## config.mk

```make
export PLATFORM = sky130hd
export DESIGN_NAME = sio_cfg_port
export DESIGN_NICKNAME = d
export VERILOG_FILES = /design/src/rtl/sio_cfg_pkg.sv /design/src/rtl/sio_key_seq.sv /design/src/rtl/sio_cfg_regs.sv /design/src/rtl/sio_cfg_port.sv
export SDC_FILE = /design/constraint.sdc
export NUM_CORES = 2
export LEC_CHECK = 0
export BUFFER_PORTS_ARGS = -buffer_cell sky130_fd_sc_hd__buf_2
export CORE_UTILIZATION = 60
export DETAILED_ROUTE_END_ITERATION = 6
export PLACE_DENSITY = 0.77
export SLEW_MARGIN = 20
export SYNTH_ARGS = -nofsm -noshare
export SYNTH_HDL_FRONTEND = slang
export SYNTH_SLANG_ARGS = --single-unit
export TNS_END_PERCENT = 1
```

## constraint.sdc

```tcl
create_clock -name clk -period 4 [get_ports clk]
set_input_delay 0.4 -clock clk [delete_from_list [all_inputs] [get_ports clk]]
set_output_delay 0.4 -clock clk [all_outputs]
set_load 0.01 [all_outputs]
```

## src/rtl/sio_cfg_pkg.sv

```systemverilog
package sio_cfg_pkg;
  localparam logic [7:0] KEY_B0      = 8'h87;
  localparam logic [7:0] KEY_B1      = 8'h01;
  localparam logic [7:0] KEY_B2      = 8'h55;
  localparam logic [7:0] KEY_END_LO  = 8'h55;  // base 0x2E
  localparam logic [7:0] KEY_END_HI  = 8'hAA;  // base 0x4E
  localparam logic [7:0] REG_CTRL    = 8'h02;
  localparam logic [7:0] REG_LDN     = 8'h07;
  localparam logic [7:0] REG_ID_HI   = 8'h20;
  localparam logic [7:0] REG_ID_LO   = 8'h21;
  localparam logic [7:0] REG_GLOBAL  = 8'h24;
  localparam logic [7:0] EXIT_CODE   = 8'h02;
  localparam logic [7:0] LOCKED_BYTE = 8'hFF;

  typedef enum logic [1:0] {KS_0, KS_1, KS_2, KS_3} key_step_e;

  function automatic logic [7:0] final_key(input logic [15:0] base);
    return (base == 16'h004E) ? KEY_END_HI : KEY_END_LO;
  endfunction
endpackage

```

## src/rtl/sio_key_seq.sv

```systemverilog
module sio_key_seq
  import sio_cfg_pkg::*;
#(
  parameter logic [7:0] LAST_KEY = 8'h55
) (
  input  logic       clk,
  input  logic       rst,
  input  logic       key_wr,
  input  logic [7:0] key_byte,
  input  logic       lock_req,
  output logic       unlocked
);
  key_step_e  step;
  logic [7:0] want;

  always_comb begin
    case (step)
      KS_0:    want = KEY_B0;
      KS_1:    want = KEY_B1;
      KS_2:    want = KEY_B2;
      default: want = LAST_KEY;
    endcase
  end

  always_ff @(posedge clk) begin
    if (rst) begin
      step     <= KS_0;
      unlocked <= 1'b0;
    end else if (unlocked) begin
      if (lock_req) unlocked <= 1'b0;
    end else if (key_wr) begin
      if (key_byte == want) begin
        if (step == KS_3) begin
          unlocked <= 1'b1;
          step     <= KS_0;
        end else begin
          step <= key_step_e'(step + 2'd1);
        end
      end else begin
        step <= (key_byte == KEY_B0) ? KS_1 : KS_0;
      end
    end
  end


  key_restart_chk: assert property (@(posedge clk) disable iff (rst)
    (!unlocked && key_wr && key_byte == KEY_B0) |=> (step == KS_1));


  key_open_chk: assert property (@(posedge clk) disable iff (rst)
    $rose(unlocked) |-> $past(key_wr && key_byte == LAST_KEY && step == KS_3));
endmodule

```

## src/rtl/sio_cfg_regs.sv

```systemverilog
module sio_cfg_regs
  import sio_cfg_pkg::*;
#(
  parameter int          NUM_LDN    = 8,
  parameter int          DEV_CNT    = 16,
  parameter logic [7:0]  DEV_LO     = 8'h60,
  parameter int          FLASH_LDN  = 7,
  parameter logic [7:0]  FLASH_REG  = 8'h64,
  parameter logic [15:0] FLASH_BASE = 16'h0820,
  parameter logic [15:0] CHIP_ID    = 16'h8716,
  parameter logic [7:0]  GLOBAL_RST = 8'h00
) (
  input  logic       clk,
  input  logic       rst,
  input  logic       wr_en,
  input  logic [7:0] addr,
  input  logic [7:0] wdata,
  output logic [7:0] rd_val,
  output logic       lock_req
);
  localparam int LDN_W     = (NUM_LDN > 1) ? $clog2(NUM_LDN) : 1;
  localparam int OFF_W     = $clog2(DEV_CNT);
  localparam int IDX_W     = LDN_W + OFF_W;
  localparam int ENTRIES   = NUM_LDN * DEV_CNT;
  localparam int FLASH_IDX = FLASH_LDN * DEV_CNT + int'(FLASH_REG - DEV_LO);

  logic [7:0]       ldn_q;
  logic [7:0]       glob_q;
  logic [7:0]       dev_mem [ENTRIES];
  logic             in_win;
  logic             ldn_ok;
  logic [IDX_W-1:0] dev_idx;

  // DEV_LO is aligned to DEV_CNT, so the low address bits are the offset.
  assign in_win   = (addr[7:OFF_W] == DEV_LO[7:OFF_W]);
  assign ldn_ok   = (ldn_q < 8'(NUM_LDN));
  assign dev_idx  = {ldn_q[LDN_W-1:0], addr[OFF_W-1:0]};
  assign lock_req = wr_en && (addr == REG_CTRL) && (wdata == EXIT_CODE);

  always_ff @(posedge clk) begin
    if (rst) begin
      ldn_q  <= 8'h00;
      glob_q <= GLOBAL_RST;
      for (int i = 0; i < ENTRIES; i++) begin
        dev_mem[i] <= (i == FLASH_IDX)     ? FLASH_BASE[15:8] :
                      (i == FLASH_IDX + 1) ? FLASH_BASE[7:0]  : 8'h00;
      end
    end else if (wr_en) begin
      if (addr == REG_LDN)    ldn_q  <= wdata;
      if (addr == REG_GLOBAL) glob_q <= wdata;
      if (in_win && ldn_ok)   dev_mem[dev_idx] <= wdata;
    end
  end

  always_comb begin
    case (addr)
      REG_LDN:    rd_val = ldn_q;
      REG_ID_HI:  rd_val = CHIP_ID[15:8];
      REG_ID_LO:  rd_val = CHIP_ID[7:0];
      REG_GLOBAL: rd_val = glob_q;
      default:    rd_val = (in_win && ldn_ok) ? dev_mem[dev_idx] : 8'h00;
    endcase
  end


  ldn_store_chk: assert property (@(posedge clk) disable iff (rst)
    (wr_en && addr == REG_LDN) |=> (ldn_q == $past(wdata)));


  glob_hold_chk: assert property (@(posedge clk) disable iff (rst)
    !(wr_en && addr == REG_GLOBAL) |=> $stable(glob_q));
endmodule

```

## src/rtl/sio_cfg_port.sv

```systemverilog
module sio_cfg_port
  import sio_cfg_pkg::*;
#(
  parameter int          ADDR_W     = 16,
  parameter logic [15:0] BASE       = 16'h002E,
  parameter int          NUM_LDN    = 8,
  parameter int          DEV_CNT    = 16,
  parameter logic [15:0] FLASH_BASE = 16'h0820,
  parameter logic [15:0] CHIP_ID    = 16'h8716
) (
  input  logic              clk,
  input  logic              rst,
  input  logic [ADDR_W-1:0] io_addr,
  input  logic              io_wr,
  input  logic              io_rd,
  input  logic [7:0]        io_wdata,
  output logic [7:0]        io_rdata,
  output logic              cfg_unlocked
);
  localparam logic [ADDR_W-1:0] IDX_ADDR = ADDR_W'(BASE);
  localparam logic [ADDR_W-1:0] DAT_ADDR = ADDR_W'(BASE) + ADDR_W'(1);
  localparam logic [7:0]        LAST_KEY = final_key(BASE);

  logic       idx_hit, dat_hit, port_rd, reg_wr, lock_req;
  logic [7:0] idx_q, rd_val;

  assign idx_hit = (io_addr == IDX_ADDR);
  assign dat_hit = (io_addr == DAT_ADDR);
  assign port_rd = io_rd && (idx_hit || dat_hit);
  assign reg_wr  = io_wr && dat_hit && cfg_unlocked;

  sio_key_seq #(.LAST_KEY(LAST_KEY)) i_key (
    .clk      (clk),
    .rst      (rst),
    .key_wr   (io_wr && idx_hit),
    .key_byte (io_wdata),
    .lock_req (lock_req),
    .unlocked (cfg_unlocked)
  );

  sio_cfg_regs #(
    .NUM_LDN    (NUM_LDN),
    .DEV_CNT    (DEV_CNT),
    .FLASH_BASE (FLASH_BASE),
    .CHIP_ID    (CHIP_ID)
  ) i_regs (
    .clk      (clk),
    .rst      (rst),
    .wr_en    (reg_wr),
    .addr     (idx_q),
    .wdata    (io_wdata),
    .rd_val   (rd_val),
    .lock_req (lock_req)
  );

  always_ff @(posedge clk) begin
    if (rst) begin
      idx_q    <= 8'h00;
      io_rdata <= LOCKED_BYTE;
    end else begin
      if (io_wr && idx_hit && cfg_unlocked) idx_q <= io_wdata;
      if (port_rd) begin
        if (!cfg_unlocked) io_rdata <= LOCKED_BYTE;
        else if (idx_hit)  io_rdata <= idx_q;
        else               io_rdata <= rd_val;
      end
    end
  end


  locked_read_chk: assert property (@(posedge clk) disable iff (rst)
    (port_rd && !cfg_unlocked) |=> (io_rdata == LOCKED_BYTE));


  exit_lock_chk: assert property (@(posedge clk) disable iff (rst)
    (reg_wr && idx_q == REG_CTRL && io_wdata == EXIT_CODE) |=> !cfg_unlocked);


  chip_id_chk: assert property (@(posedge clk) disable iff (rst)
    (io_rd && dat_hit && cfg_unlocked && idx_q == REG_ID_HI) |=> (io_rdata == CHIP_ID[15:8]));


  rdata_hold_chk: assert property (@(posedge clk) disable iff (rst)
    !port_rd |=> $stable(io_rdata));
endmodule

```

==> results.txt <==
Status: complete, no violations
Unrepaired setup endpoints after global routing: no
Static Leak: 15.79 nW
Root buf cell: clkbuf_16
Slew margin rel.: 22.50%
Library cells used by synthesis: 59
Drt total wl: 137.5 mm
Arrival @ worst endpoint: 4.03 ns
Filler cells: 5,254
Global route overflow: 0
PwrDens: 443.9 nW/µm²
Fin Setup TNS: 0 ns
Post-synth ARST share: 0%
Reg-to-Reg End: i_regs.dev_mem[104][1]
Vias per cell: 6.932
Postcts setup bufs: 0
Core Area: 77,590 µm²
Final HPWL DP: 89.40 mm
Multi-input gate area: 14,460 µm²
Routed vias: 32.09k
Worst Max-Slew Pin Slew: 1.163 ns
I/O pin count: 37
Core Util, Final: 66.57%
CTS H-tree lvls: 3
Number of nets with antenna violations after routing: 0
Hold Path End: i_key.step[1]
CTS sink count: 1,059
Layout Nets: 3,538
Critical path data required time: 4.50 ns
R2R depth: 7
Die span in y: 282.1 µm
Top_reg_cell synth: edfxtp_1
R2r setup slk: 0.47 ns
# setup viols final: 0
Register area: 31,460 µm²
Post-synth EDFFs: 1,024
Hold path cells: 4
Hold buffers post-CTS: 0
Setup Crit Path Kind: flop to flop
Worst Hold Class: input port to flop
Register area share after synthesis: 66.80%
I/O Buffers: 36
Maximum VDD drop: 407.4 µV
Layout cells sized above 1: 12.72%
Max cap viols: 0
Syn_nets: 3,576
Tot GR Track Use: 34.69%
Startpoint type of the worst setup path: flop
Resize count post-CTS: 0
First-pass GRT wire length: 200.3 mm
Most frequent cells in the layout: nor2_1, edfxtp_1, mux2i_1, nand2_1, mux4_2
First-pass DRT Iterations: 6
Worst-path maximum fanout: 50
Hold Path Origin: io_addr[0]
Crit share post-route: 88.31%
F_max: 283.1 MHz
Die area: 79,590 µm²
Synthesis Warnings: 0
Mapped Area: 47,080 µm²
Die Width: 282.1 µm
Fin. max-slew vios: 0
Reg-to-reg critical path startpoint: idx_q[7]
Layout area overhead: 9.716%
Detailed-route DRC error count: 0
Initial Utilization: 60.67%
DRT iter0 DRCs: 5,719
CTS tree: built
Yosys reg bits: 1,059
Post-DP Area: 48,470 µm²
Hold_ws: 0.1922 ns
Syn Area/Cell: 13.29 µm²
Largest net degree at the start of global routing: 88
Worst skew pair latency: 0.68 ns
Worst Skew: 0.02440 ns
Fin area: 51,650 µm²
GP Congestion: 0.9504
Vias in the first global route: 30.80k
Std cell rows: 102
Most common cell after layout, fill and taps aside: nor2_1
Clock slew at reported path FFs: 0.06 ns
Post-Synthesis Cells: 3,543
Routed length per instance: 29.69 µm
Initial antenna violation count: 5
Post-layout min period: 3.532 ns
Worst setup EP type: flop
Power Total: 0.02293 W
Final Hold Viols: 0
CTS max path bufs: 3
CTS Buf Count: 101
==> critical path, stage by stage, from the launching register on <==
cell      delay, ns
dfxtp_1        0.36
or4_1          0.55
nor3_2         0.14
nand4b_2       0.22
nor4_2         0.82
nand2_4        0.63
buf_12         0.41
nor2_1         0.17
==> sequential cells by signal (all words and copies together) (netlist names) <==
| register | cells |
|---|---|
| i_regs.glob_q | 8 |
| io_rdata | 8 |
| idx_q | 8 |
| i_key.step | 2 |
| i_key.unlocked | 1 |
| i_regs.ldn_q | 8 |
| i_regs.dev_mem | 1024 |
==> layer usage <==
layer  wire (µm)  GRT usage (%)
met1       47220          46.00
met2       62910          53.19
met3       20290          9.912
met4        6998          16.51
met5          41              0
==> worst max-delay path by stage <==
| stage | from | end | slack, ns |
|---|---|---|---|
| 2_1_floorplan | idx_q[7] | i_regs.dev_mem[106][0] | 1.34 |
| 3_3_place_gp | io_addr[8] | i_regs.dev_mem[64][5] | 0.50 |
| 3_5_place_dp | io_addr[9] | i_regs.dev_mem[64][5] | 0.39 |
| 4_1_cts | idx_q[7] | i_regs.dev_mem[104][1] | 0.49 |
| 5_1_grt | idx_q[7] | i_regs.dev_mem[104][1] | 0.34 |
| 6_report | idx_q[7] | i_regs.dev_mem[104][1] | 0.47 |
==> per-stage QoR <==
stage               worst slack (ns)  cells
finish                        0.4677   4630
global route                  0.3351   4625
CTS                           0.4925   4625
detailed placement            0.3918   4442
global placement              0.5034   4442
floorplan                      1.336   3543
==> area by class of cell <==
type	instances	area share (%)
flip-flops and latches	1059	60.91
multi-input cells	2195	27.99
clock buffers	137	5.315
well taps	1040	2.519
repair buffers	144	2.384
clock inverters	46	0.8309
inverters	4	0.02907
diodes	5	0.02422
==> synth_stat cells (3+ instances only) <==
| master | count | share of area [%] |
|---|---|---|
| nor2_1 | 1078 | 8.6 |
| edfxtp_1 | 1024 | 65 |
| mux2i_1 | 264 | 5.6 |
| clkbuf_1 | 205 | 1.6 |
| nand2_1 | 166 | 1.3 |
| mux4_2 | 132 | 6.3 |
| a21o_1 | 129 | 2.1 |
| o221ai_1 | 113 | 2.1 |
| o22ai_1 | 50 | 0.66 |
| buf_2 | 46 | 0.49 |
| o21ai_0 | 38 | 0.40 |
| dfxtp_1 | 35 | 1.5 |
| a21oi_1 | 28 | 0.30 |
| nor3_1 | 27 | 0.29 |
| nand4_1 | 20 | 0.27 |
| buf_4 | 18 | 0.29 |
| a41oi_1 | 11 | 0.20 |
| buf_1 | 11 | 0.088 |
| nand2b_1 | 10 | 0.13 |
| nand3_1 | 10 | 0.11 |
| a211oi_1 | 9 | 0.14 |
| o31ai_1 | 9 | 0.14 |
| nor2_4 | 8 | 0.19 |
| o211ai_1 | 8 | 0.13 |
| mux2_2 | 7 | 0.17 |
| nor2b_1 | 6 | 0.080 |
| a221oi_1 | 5 | 0.093 |
| buf_6 | 5 | 0.12 |
| ha_1 | 5 | 0.13 |
| a22oi_1 | 4 | 0.064 |
| inv_1 | 4 | 0.032 |
| nor4_1 | 4 | 0.053 |
| o2111ai_1 | 4 | 0.074 |
| or2_2 | 4 | 0.053 |
| a221o_1 | 3 | 0.064 |
| and2_1 | 3 | 0.040 |
| and3_1 | 3 | 0.040 |
| and4b_1 | 3 | 0.064 |
| nor4_2 | 3 | 0.080 |
==> where the power goes <==
group	leakage [nW]	internal, W	switching, W
registers	10.0	0.0127	0.000173
clock network	1.56	0.00521	0.00414
logic	4.23	0.000224	0.000528
==> logic make-up after synthesis <==
logic type                 after synthesis  synth area share, %
AOI/OAI and AO/OA                      426                6.705
xor gates and xnor gates                 1              0.01861
adders and majority gates                5               0.1329
buffers and inverters                  289                2.650
DFF                                   1059                66.80
muxes                                  403                12.10
and+or+nand+nor                       1360                11.60
Power figures use the tool's default switching activity.
